File: config.mk
export PLATFORM = sky130hd
export DESIGN_NAME = ptw_refill_walker
export DESIGN_NICKNAME = d
export VERILOG_FILES = /design/src/rtl/ptw_pkg.sv /design/src/rtl/ptw_addr_calc.sv /design/src/rtl/ptw_way_sel.sv /design/src/rtl/ptw_ctrl.sv /design/src/rtl/ptw_refill_walker.sv
export SDC_FILE = /design/constraint.sdc
export NUM_CORES = 1
export LEC_CHECK = 0
export BUFFER_PORTS_ARGS = -buffer_cell sky130_fd_sc_hd__buf_4
export CORE_AREA = 2 2 133 135
export DETAILED_ROUTE_END_ITERATION = 12
export DIE_AREA = 0 0 135 137
export GPL_TIMING_DRIVEN = 0
export PLACE_DENSITY_LB_ADDON = 0.2
export SETUP_SLACK_MARGIN = 0.05
export SYNTH_ARGS = -nofsm -noshare
export SYNTH_HDL_FRONTEND = slang
export SYNTH_HIERARCHICAL = 1
export SYNTH_SLANG_ARGS = --single-unit
File: constraint.sdc
create_clock -name clk -period 2.3 [get_ports clk]
set_clock_uncertainty 0.2 [all_clocks]
set_input_delay 0 -clock clk [delete_from_list [all_inputs] [get_ports clk]]
set_output_delay 0 -clock clk [all_outputs]
set_load 0.005 [all_outputs]
File: src/rtl/ptw_pkg.sv
package ptw_pkg;
  typedef enum logic [2:0] {
    ST_IDLE  = 3'd0,
    ST_XLATE = 3'd1,
    ST_READ  = 3'd2,
    ST_WRITE = 3'd3,
    ST_DONE  = 3'd4
  } ptw_state_e;
endpackage

File: src/rtl/ptw_addr_calc.sv
module ptw_addr_calc #(
  parameter int VA_W       = 32,
  parameter int PTE_SHIFT  = 10,
  parameter int ALIGN_W    = 2,
  parameter int PAGE_SHIFT = 12,
  parameter int IDX_W      = 2,
  localparam int VPN_W     = VA_W - PAGE_SHIFT - IDX_W,
  localparam int IDX_OW    = (IDX_W > 0) ? IDX_W : 1
) (
  input  logic [VA_W-1:0]   base_i,
  input  logic [VA_W-1:0]   vaddr_i,
  output logic [VA_W-1:0]   pte_va_o,
  output logic [IDX_OW-1:0] idx_o,
  output logic [VPN_W-1:0]  vpn_o
);
  localparam logic [VA_W-1:0] ALIGN_MASK = {{(VA_W-ALIGN_W){1'b1}}, {ALIGN_W{1'b0}}};

  assign pte_va_o = (base_i | (vaddr_i >> PTE_SHIFT)) & ALIGN_MASK;
  assign vpn_o    = vaddr_i[VA_W-1 -: VPN_W];

  generate
    if (IDX_W > 0) begin : g_idx
      assign idx_o = vaddr_i[PAGE_SHIFT +: IDX_W];
    end else begin : g_noidx
      assign idx_o = '0;
    end
  endgenerate
endmodule

File: src/rtl/ptw_way_sel.sv
module ptw_way_sel #(
  parameter int WAY_W = 2
) (
  input  logic             clk,
  input  logic             rst_n,
  input  logic             adv_i,
  output logic [WAY_W-1:0] way_o
);
  logic [WAY_W-1:0] cnt_q, cnt_d;

  assign cnt_d = cnt_q + 1'b1;
  assign way_o = cnt_d;

  always_ff @(posedge clk or negedge rst_n) begin
    if (!rst_n)     cnt_q <= '0;
    else if (adv_i) cnt_q <= cnt_d;
  end

  assert_way_step_R5: assert property (@(posedge clk) disable iff (!rst_n)
    adv_i |=> (way_o == WAY_W'($past(way_o) + 1'b1)));
endmodule

File: src/rtl/ptw_ctrl.sv
module ptw_ctrl
  import ptw_pkg::*;
#(
  parameter int VA_W    = 32,
  parameter int DATA_W  = 32,
  parameter int CAUSE_W = 6
) (
  input  logic               clk,
  input  logic               rst_n,
  input  logic               miss_valid_i,
  input  logic [VA_W-1:0]    miss_vaddr_i,
  input  logic [CAUSE_W-1:0] miss_cause_i,
  input  logic               miss_probe_i,
  input  logic               xl_hit_i,
  input  logic [VA_W-1:0]    xl_paddr_i,
  input  logic               mem_ack_i,
  input  logic [DATA_W-1:0]  mem_rdata_i,
  output logic               xl_req_o,
  output logic               mem_req_o,
  output logic [VA_W-1:0]    mem_addr_o,
  output logic               wr_phase_o,
  output logic               write_state_o,
  output logic               done_o,
  output logic               fault_o,
  output logic               probe_o,
  output logic [CAUSE_W-1:0] cause_o,
  output logic [VA_W-1:0]    vaddr_o,
  output logic [DATA_W-1:0]  pte_o
);
  ptw_state_e state_q, state_d;
  logic [VA_W-1:0]    vaddr_q, paddr_q;
  logic [DATA_W-1:0]  pte_q;
  logic [CAUSE_W-1:0] cause_q;
  logic               probe_q, fault_q, fault_d;
  logic               start, xl_ok, mem_take;

  assign start    = (state_q == ST_IDLE) && miss_valid_i;
  assign xl_ok    = (state_q == ST_XLATE) && xl_hit_i;
  assign mem_take = (state_q == ST_READ) && mem_ack_i;

  always_comb begin
    state_d = state_q;
    fault_d = fault_q;
    unique case (state_q)
      ST_IDLE:  if (miss_valid_i) begin state_d = ST_XLATE; fault_d = 1'b0; end
      ST_XLATE: begin
        if (xl_hit_i) state_d = ST_READ;
        else begin state_d = ST_DONE; fault_d = 1'b1; end
      end
      ST_READ:  if (mem_ack_i) state_d = ST_WRITE;
      ST_WRITE: state_d = ST_DONE;
      ST_DONE:  state_d = ST_IDLE;
      default:  state_d = ST_IDLE;
    endcase
  end

  always_ff @(posedge clk or negedge rst_n) begin
    if (!rst_n) begin
      state_q <= ST_IDLE;
      fault_q <= 1'b0;
    end else begin
      state_q <= state_d;
      fault_q <= fault_d;
    end
  end

  always_ff @(posedge clk or negedge rst_n) begin
    if (!rst_n) begin
      vaddr_q <= '0;
      cause_q <= '0;
      probe_q <= 1'b0;
    end else if (start) begin
      vaddr_q <= miss_vaddr_i;
      cause_q <= miss_cause_i;
      probe_q <= miss_probe_i;
    end
  end

  always_ff @(posedge clk or negedge rst_n) begin
    if (!rst_n)     paddr_q <= '0;
    else if (xl_ok) paddr_q <= xl_paddr_i;
  end

  always_ff @(posedge clk or negedge rst_n) begin
    if (!rst_n)        pte_q <= '0;
    else if (mem_take) pte_q <= mem_rdata_i;
  end

  assign xl_req_o      = (state_q == ST_XLATE);
  assign mem_req_o     = (state_q == ST_READ);
  assign mem_addr_o    = paddr_q;
  assign write_state_o = (state_q == ST_WRITE);
  assign wr_phase_o    = (state_q == ST_WRITE) && !probe_q;
  assign done_o        = (state_q == ST_DONE);
  assign fault_o       = fault_q;
  assign probe_o       = probe_q;
  assign cause_o       = cause_q;
  assign vaddr_o       = vaddr_q;
  assign pte_o         = pte_q;

  assert_req_held_R3: assert property (@(posedge clk) disable iff (!rst_n)
    (mem_req_o && !mem_ack_i) |=> (mem_req_o && $stable(mem_addr_o)));
  assert_lookup_fail_R2: assert property (@(posedge clk) disable iff (!rst_n)
    (xl_req_o && !xl_hit_i) |=> (done_o && fault_o && !mem_req_o));
  assert_done_pulse_R10: assert property (@(posedge clk) disable iff (!rst_n)
    done_o |=> !done_o);
endmodule

File: src/rtl/ptw_refill_walker.sv
module ptw_refill_walker #(
  parameter int VA_W       = 32,
  parameter int DATA_W     = 32,
  parameter int CAUSE_W    = 6,
  parameter int PTE_SHIFT  = 10,
  parameter int ALIGN_W    = 2,
  parameter int PAGE_SHIFT = 12,
  parameter int IDX_W      = 2,
  parameter int WAY_W      = 2,
  parameter int RING_LSB   = 4,
  parameter int RING_W     = 2,
  localparam int VPN_W     = VA_W - PAGE_SHIFT - IDX_W,
  localparam int IDX_OW    = (IDX_W > 0) ? IDX_W : 1
) (
  input  logic               clk,
  input  logic               rst_n,
  input  logic               miss_valid,
  input  logic [VA_W-1:0]    miss_vaddr,
  input  logic [CAUSE_W-1:0] miss_cause,
  input  logic               miss_probe,
  input  logic [VA_W-1:0]    pt_base,
  output logic               xl_req,
  output logic [VA_W-1:0]    xl_vaddr,
  input  logic               xl_hit,
  input  logic [VA_W-1:0]    xl_paddr,
  output logic               mem_req,
  output logic [VA_W-1:0]    mem_addr,
  input  logic               mem_ack,
  input  logic [DATA_W-1:0]  mem_rdata,
  output logic               tlbw_en,
  output logic [WAY_W-1:0]   tlbw_way,
  output logic [IDX_OW-1:0]  tlbw_idx,
  output logic [VPN_W-1:0]   tlbw_vpn,
  output logic [DATA_W-1:0]  tlbw_pte,
  output logic [RING_W-1:0]  tlbw_ring,
  output logic               excv_we,
  output logic [VA_W-1:0]    excv_vaddr,
  output logic               done,
  output logic               fault,
  output logic [CAUSE_W-1:0] fault_cause,
  output logic [DATA_W-1:0]  res_pte,
  output logic [RING_W-1:0]  res_ring,
  output logic [WAY_W-1:0]   res_way
);
  logic               wr_phase, write_state, probe_q, fault_q;
  logic [CAUSE_W-1:0] cause_q;
  logic [VA_W-1:0]    vaddr_q;
  logic [DATA_W-1:0]  pte_q;
  logic [WAY_W-1:0]   way_next, res_way_q;

  ptw_ctrl #(.VA_W(VA_W), .DATA_W(DATA_W), .CAUSE_W(CAUSE_W)) ctrl_i (
    .clk(clk), .rst_n(rst_n),
    .miss_valid_i(miss_valid), .miss_vaddr_i(miss_vaddr),
    .miss_cause_i(miss_cause), .miss_probe_i(miss_probe),
    .xl_hit_i(xl_hit), .xl_paddr_i(xl_paddr),
    .mem_ack_i(mem_ack), .mem_rdata_i(mem_rdata),
    .xl_req_o(xl_req), .mem_req_o(mem_req), .mem_addr_o(mem_addr),
    .wr_phase_o(wr_phase), .write_state_o(write_state), .done_o(done),
    .fault_o(fault_q), .probe_o(probe_q), .cause_o(cause_q),
    .vaddr_o(vaddr_q), .pte_o(pte_q)
  );

  ptw_addr_calc #(.VA_W(VA_W), .PTE_SHIFT(PTE_SHIFT), .ALIGN_W(ALIGN_W),
                  .PAGE_SHIFT(PAGE_SHIFT), .IDX_W(IDX_W)) calc_i (
    .base_i(pt_base), .vaddr_i(vaddr_q),
    .pte_va_o(xl_vaddr), .idx_o(tlbw_idx), .vpn_o(tlbw_vpn)
  );

  ptw_way_sel #(.WAY_W(WAY_W)) way_i (
    .clk(clk), .rst_n(rst_n), .adv_i(wr_phase), .way_o(way_next)
  );

  always_ff @(posedge clk or negedge rst_n) begin
    if (!rst_n)           res_way_q <= '0;
    else if (write_state) res_way_q <= probe_q ? '0 : way_next;
  end

  assign tlbw_en     = wr_phase;
  assign tlbw_way    = way_next;
  assign tlbw_pte    = pte_q;
  assign tlbw_ring   = pte_q[RING_LSB +: RING_W];
  assign excv_we     = wr_phase;
  assign excv_vaddr  = vaddr_q;
  assign fault       = fault_q;
  assign fault_cause = fault_q ? cause_q : '0;
  assign res_pte     = pte_q;
  assign res_ring    = pte_q[RING_LSB +: RING_W];
  assign res_way     = res_way_q;

  assert_excv_after_read_R7: assert property (@(posedge clk) disable iff (!rst_n)
    excv_we |-> $past(mem_ack));
  assert_done_after_write_R11: assert property (@(posedge clk) disable iff (!rst_n)
    tlbw_en |=> (done && !fault));
endmodule

# == After elaboration in Yosys (flattened, before gate mapping) ==
# Index checks and enable logic that the tools add are counted.
# classes
mux,9
n_eq_ne,7
n_reduce_logical,9
bitwise,1
n_addsub,1
# ops
op,n
$or 32x22->32,1
$pmux 3 s4,1
$mux 3,3
$eq 3x2->1 const B,2
$mux 6,1
$logic_and 1x1->1,4
$ne 2x2->1 const B,2
$eq 3x1->1 const B,1
$eq 3x3->1 const B,1
$logic_not 3->1,1
$reduce_and 3->1,1
$add 2x1->2 const B,1
$mux 1,2
$mux 2,1
$ne 2x1->1 const B,1
$pmux 1 s2,1
$reduce_and 2->1,1
$reduce_bool 2->1,1
$logic_not 1->1,1
# word_totals
ff_bits,111
output_inout_bits,200
word_cells,36

# == Longest topological paths before layout ==
# logic_depth
ltp_word,3
ltp_mapped,5

# == Hierarchy ==
# Netlist, hierarchy kept.
# by_module_without_submodules
mod,cells_each,seq_area_each_um2,area_per_inst_um2,n_inst
ptw_ctrl,245,2677.6,4105.2,1
ptw_refill_walker,51,50.0,397.9,1
ptw_addr_calc,53,0.0,369.1,1
ptw_way_sel,7,50.0,86.3,1

# == Least setup slack after synthesis ==
# Ideal clock, no wire load.
# synth_timing
path_kind,register to register
from,register ctrl_i.state_q[2]
to,"register ctrl_i.vaddr_q[10], in the netlist ctrl_i/vaddr_o[10]"
synth_period_minus_slack_ps,1776
arrival_time_ps,1448
path_slack_ps,524
path_buffers,3
t_required_ps,1973
path_stages_with_launch,6
cell_sequence,dfrtp_1 buf_6 nor4b_4 buf_6 buf_6 mux2_1
# synth_between
elab_chain_len,2
# synth_rtl
item,line_no,source
"start, declared",ptw_ctrl.sv:30,"ptw_state_e state_q, state_d;"
"start signal, assigned",ptw_ctrl.sv:62,state_q <= state_d;
$logic_not 3->1,ptw_ctrl.sv:37,assign start = (state_q == ST_IDLE) && miss_valid_i;
$logic_and 1x1->1,ptw_ctrl.sv:37,
"end signal, assigned",ptw_ctrl.sv:73,vaddr_q <= miss_vaddr_i;
"end, declared",ptw_ctrl.sv:31,"logic [VA_W-1:0] vaddr_q, paddr_q;"
# Every way passes these cells.
# A chain may end at the register's enable or synchronous reset.

# == Worst setup path after layout ==
# layout_timing
from,register ctrl_i.state_q[0]
to,"register ctrl_i.pte_q[1], in the netlist ctrl_i/pte_o[1]"
# layout_between
elab_chain_len,2
# layout_rtl
item,line_no,source
$eq 3x2->1,ptw_ctrl.sv:39,assign mem_take = (state_q == ST_READ) && mem_ack_i;
$logic_and 1x1->1,ptw_ctrl.sv:39,
"end signal, assigned",ptw_ctrl.sv:86,else if (mem_take) pte_q <= mem_rdata_i;
"end, declared",ptw_ctrl.sv:32,logic [DATA_W-1:0] pte_q;
# Every way passes these cells.

==> reports/qor.txt <==
share of cells above drive strength 1: 0.637
Flop pwr share: 0.340
vias: 4284
Yosys reg bits: 111
routability congestion estimate: 0.712
Least-Margin Pin Slew: 0.747 ns
total CTS buffers: 9
clock-pin transition on the worst setup and hold timing paths: 0.08 ns
drt first-iter violations: 72
Combinational Power Share: 0.509
critical path's largest stage delay: 0.43 ns
cell area after synthesis: 0.00496 mm2
Avg Inst Size Synth: 13.9 um2
GRT Overall Usage: 0.149
RSZ-0062 raised after global routing: no
Mapped Cells: 356
Port-buffer cells: 325
Area Overhead vs Synth: 85.7%
initial antenna violation count: 0
fin cells: 1041
CP delay by family, top: buffers and inverters
Setup Buffers After CTS: 0
critical path launch point type: flip-flop
P_int: 7650 uW
Setup crit start: ctrl_i/state_q[0]$_DFFE_PN0P_
final core occ: 0.540
relative slew slack: 0.502
largest net degree at the start of global routing: 57
Max Clock Freq: 0.491 GHz
dpl ws: 0.166 ns
critical path fanouts, max: 10
VDD IR max: 0.553 mV
DR pass1 iterations: 4
WS Path Type: reg2reg
Distinct cells, synth: 30
CP max-delay cell: dfrtp_1
Core ar.: 0.0171 mm2
routed wire length per instance: 13.8 um
nets@finish: 951
vias in the first global route: 4371
Synth warnings: 6
P per Cell Area: 1180 mW/mm2
# setup viols final: 0
Initial Utilization: 0.291
worst hold path type: in2async
DIE HEIGHT: 137 um
min cycle time layout: 2.04 ns
status: finished, final reports clean
max-slew violation count: 0
Net Sw Frac: 0.293
grt ovf: 0
drt via density: 4.12
Routed Antenna Nets: 0
die area: 0.0185 mm2
Leakage: 0.00450 uW
# DRC: 0
IO Pins: 340
HPWL Detailed: 10.5 mm
first-pass GRT wire length: 22.0 mm
Switch Pwr: 3170 uW
die width: 135 um
ANT cells: 0
root buffer cell: clkbuf_16
clk buf depth: 2
critical path endpoint category: flip-flop
routed wire length: 14.4 mm
Worst Path Arrival: 2.07 ns
Critical path buffers and inverters: 2
setup_tns: 0 ns
maxcap violations: 0
worst skew pair latency: 0.35 ns
Site Rows: 48
Worst Slack Setup Final: 0.264 ns
placed cell count: 908
CP Cell Sequence: nor4bb_2 > clkbuf_1 > buf_4 > mux2_2
final hold vios: 0
htree depth: 3
Crit path required time: 2.33 ns
TritonCTS clock tree: done
register area share after synthesis: 0.560
clock power share: 0.152
worst r2r src: ctrl_i/state_q[0]$_DFFE_PN0P_
clk sink count: 111
Final period util: 0.885
-- metrics by stage --
| stage | hold WS [ns] | total power, uW | instance area, um2 |
|---|---|---|---|
| final | 0.0514 | 10800 | 9210 |
| after global routing | 0.0650 | 11600 | 9210 |
| after CTS | 0.0486 | 11000 | 9200 |
| after detailed placement | -0.0861 | 9100 | 7710 |
| after global placement | -0.0329 | 8980 | 7680 |
| after floorplan | -0.496 | 5990 | 4960 |
-- cell usage in the layout (no fill, tap or decap), types with 2 or more instances in the layout --
master         instances
buf_2                  4
and2_1                 6
mux2_2                89
buf_4                399
inv_1                  4
buf_6                  3
nor3b_1                5
dlygate4sd3_1        117
xor2_1                 2
conb_1                 2
mux2_1                14
clkbuf_2               2
dfrtp_1              111
or2_1                 20
clkbuf_8               2
o21ai_0                2
clkbuf_16              9
nand3b_1               3
-- worst register-to-register path, delay by kind of cell, from the launching register on --
kind	cells	cell delay [ns]
mux	1	0.36
buf+inv	2	0.52
flops	1	0.43
simple gates	1	0.41
-- worst paths after layout --
path / to / slack [ns] / cells past startpoint
worst max-delay path: ctrl_i/pte_o[1]$_DFFE_PN0P_ / 0.26 / 4
worst max register to register: ctrl_i/pte_o[1]$_DFFE_PN0P_ / 0.26 / 4
worst min-delay path: ctrl_i/vaddr_o[12]$_DFFE_PN0P_ / 0.05 / 2
min in group clk: xl_vaddr[5] / 0.05 / 3
worst min register to register: ctrl_i/vaddr_o[8]$_DFFE_PN0P_ / 0.29 / 1
max in group asynchronous: ctrl_i/cause_o[4]$_DFFE_PN0P_ / 1.11 / 3
-- synthesized netlist by cell type --
library cell | count | area (um2)
mux2i_1 | 1 | 10.0
nand3b_1 | 3 | 22.5
buf_4 | 74 | 556
nor2b_1 | 2 | 12.5
nand2_2 | 1 | 6.26
clkbuf_2 | 1 | 5.00
inv_1 | 4 | 15.0
o21ai_0 | 2 | 10.0
nor4bb_1 | 1 | 10.0
clkbuf_1 | 2 | 7.51
or4b_2 | 1 | 10.0
buf_2 | 4 | 20.0
nand2_1 | 1 | 3.75
nor3b_1 | 5 | 37.5
conb_1 | 1 | 3.75
mux2_1 | 14 | 158
and2_1 | 6 | 37.5
xnor2_1 | 1 | 8.76
a21oi_1 | 1 | 5.00
mux2_2 | 89 | 1000
and3b_1 | 1 | 8.76
and4bb_2 | 1 | 12.5
nand2b_1 | 1 | 6.26
dfrtp_1 | 111 | 2780
xor2_1 | 2 | 17.5
buf_6 | 3 | 33.8
o211ai_1 | 1 | 7.51
nor4b_4 | 1 | 23.8
nor3_1 | 1 | 5.00
or2_1 | 20 | 125
-- cells by family (layout without fill, tap and decap cells) --
kind of cell	after synthesis	in the layout	share of synthesized area
buffers and inverters	88	547	0.128
DFF	111	111	0.560
other	1	2	0.000756
and+or+nand+nor	45	45	0.0649
muxes	104	104	0.236
xor gates and xnor gates	3	3	0.00530
AOI/OAI and AO/OA	4	4	0.00454
-- registers in the layout, summed over array words and instances, names as in the netlist --
signal,cells
ctrl_i/mem_addr_o,32
ctrl_i/pte_o,32
ctrl_i/vaddr_o,32
ctrl_i/cause_o,6
ctrl_i/state_q,3
res_way,2
way_i/cnt_q,2
ctrl_i/fault_o,1
ctrl_i/probe_o,1
-- power by group through the flow --
stage          clock network (uW)  registers, uW  logic [uW]
2_1_floorplan                   0           3660        2330
3_3_place_gp                    0           3680        5300
3_5_place_dp                    0           3720        5380
4_1_cts                      1710           3690        5550
5_1_grt                      1790           3840        5950
6_report                     1640           3680        5510
-- metal layers --
layer  global-route usage  vias up  share of wire
met5                    0        -              0
met4               0.0631        0          0.023
met3               0.0389       21          0.084
met2                0.259      199           0.51
met1                0.175     2015           0.38
li1                     -     2049              -
-- repair_timing --
action / in CTS / in global routing
hold buffers: 117 / 0
endpoints found under the setup margin: 1 / 31
endpoints found under the hold margin: 172 / 0
gates resized for setup: 1 / 3
-- final cells by class --
class | count | area [um2]
fill | 1438 | 7850
tap | 225 | 282
clock buffer | 11 | 253
inverter | 4 | 15.0
multi-input combinational | 158 | 1560
timing repair buffer | 443 | 3640
sequential | 111 | 2780
buffer | 84 | 623
clock inverter | 5 | 62.6
Power figures use the tool's default switching activity.
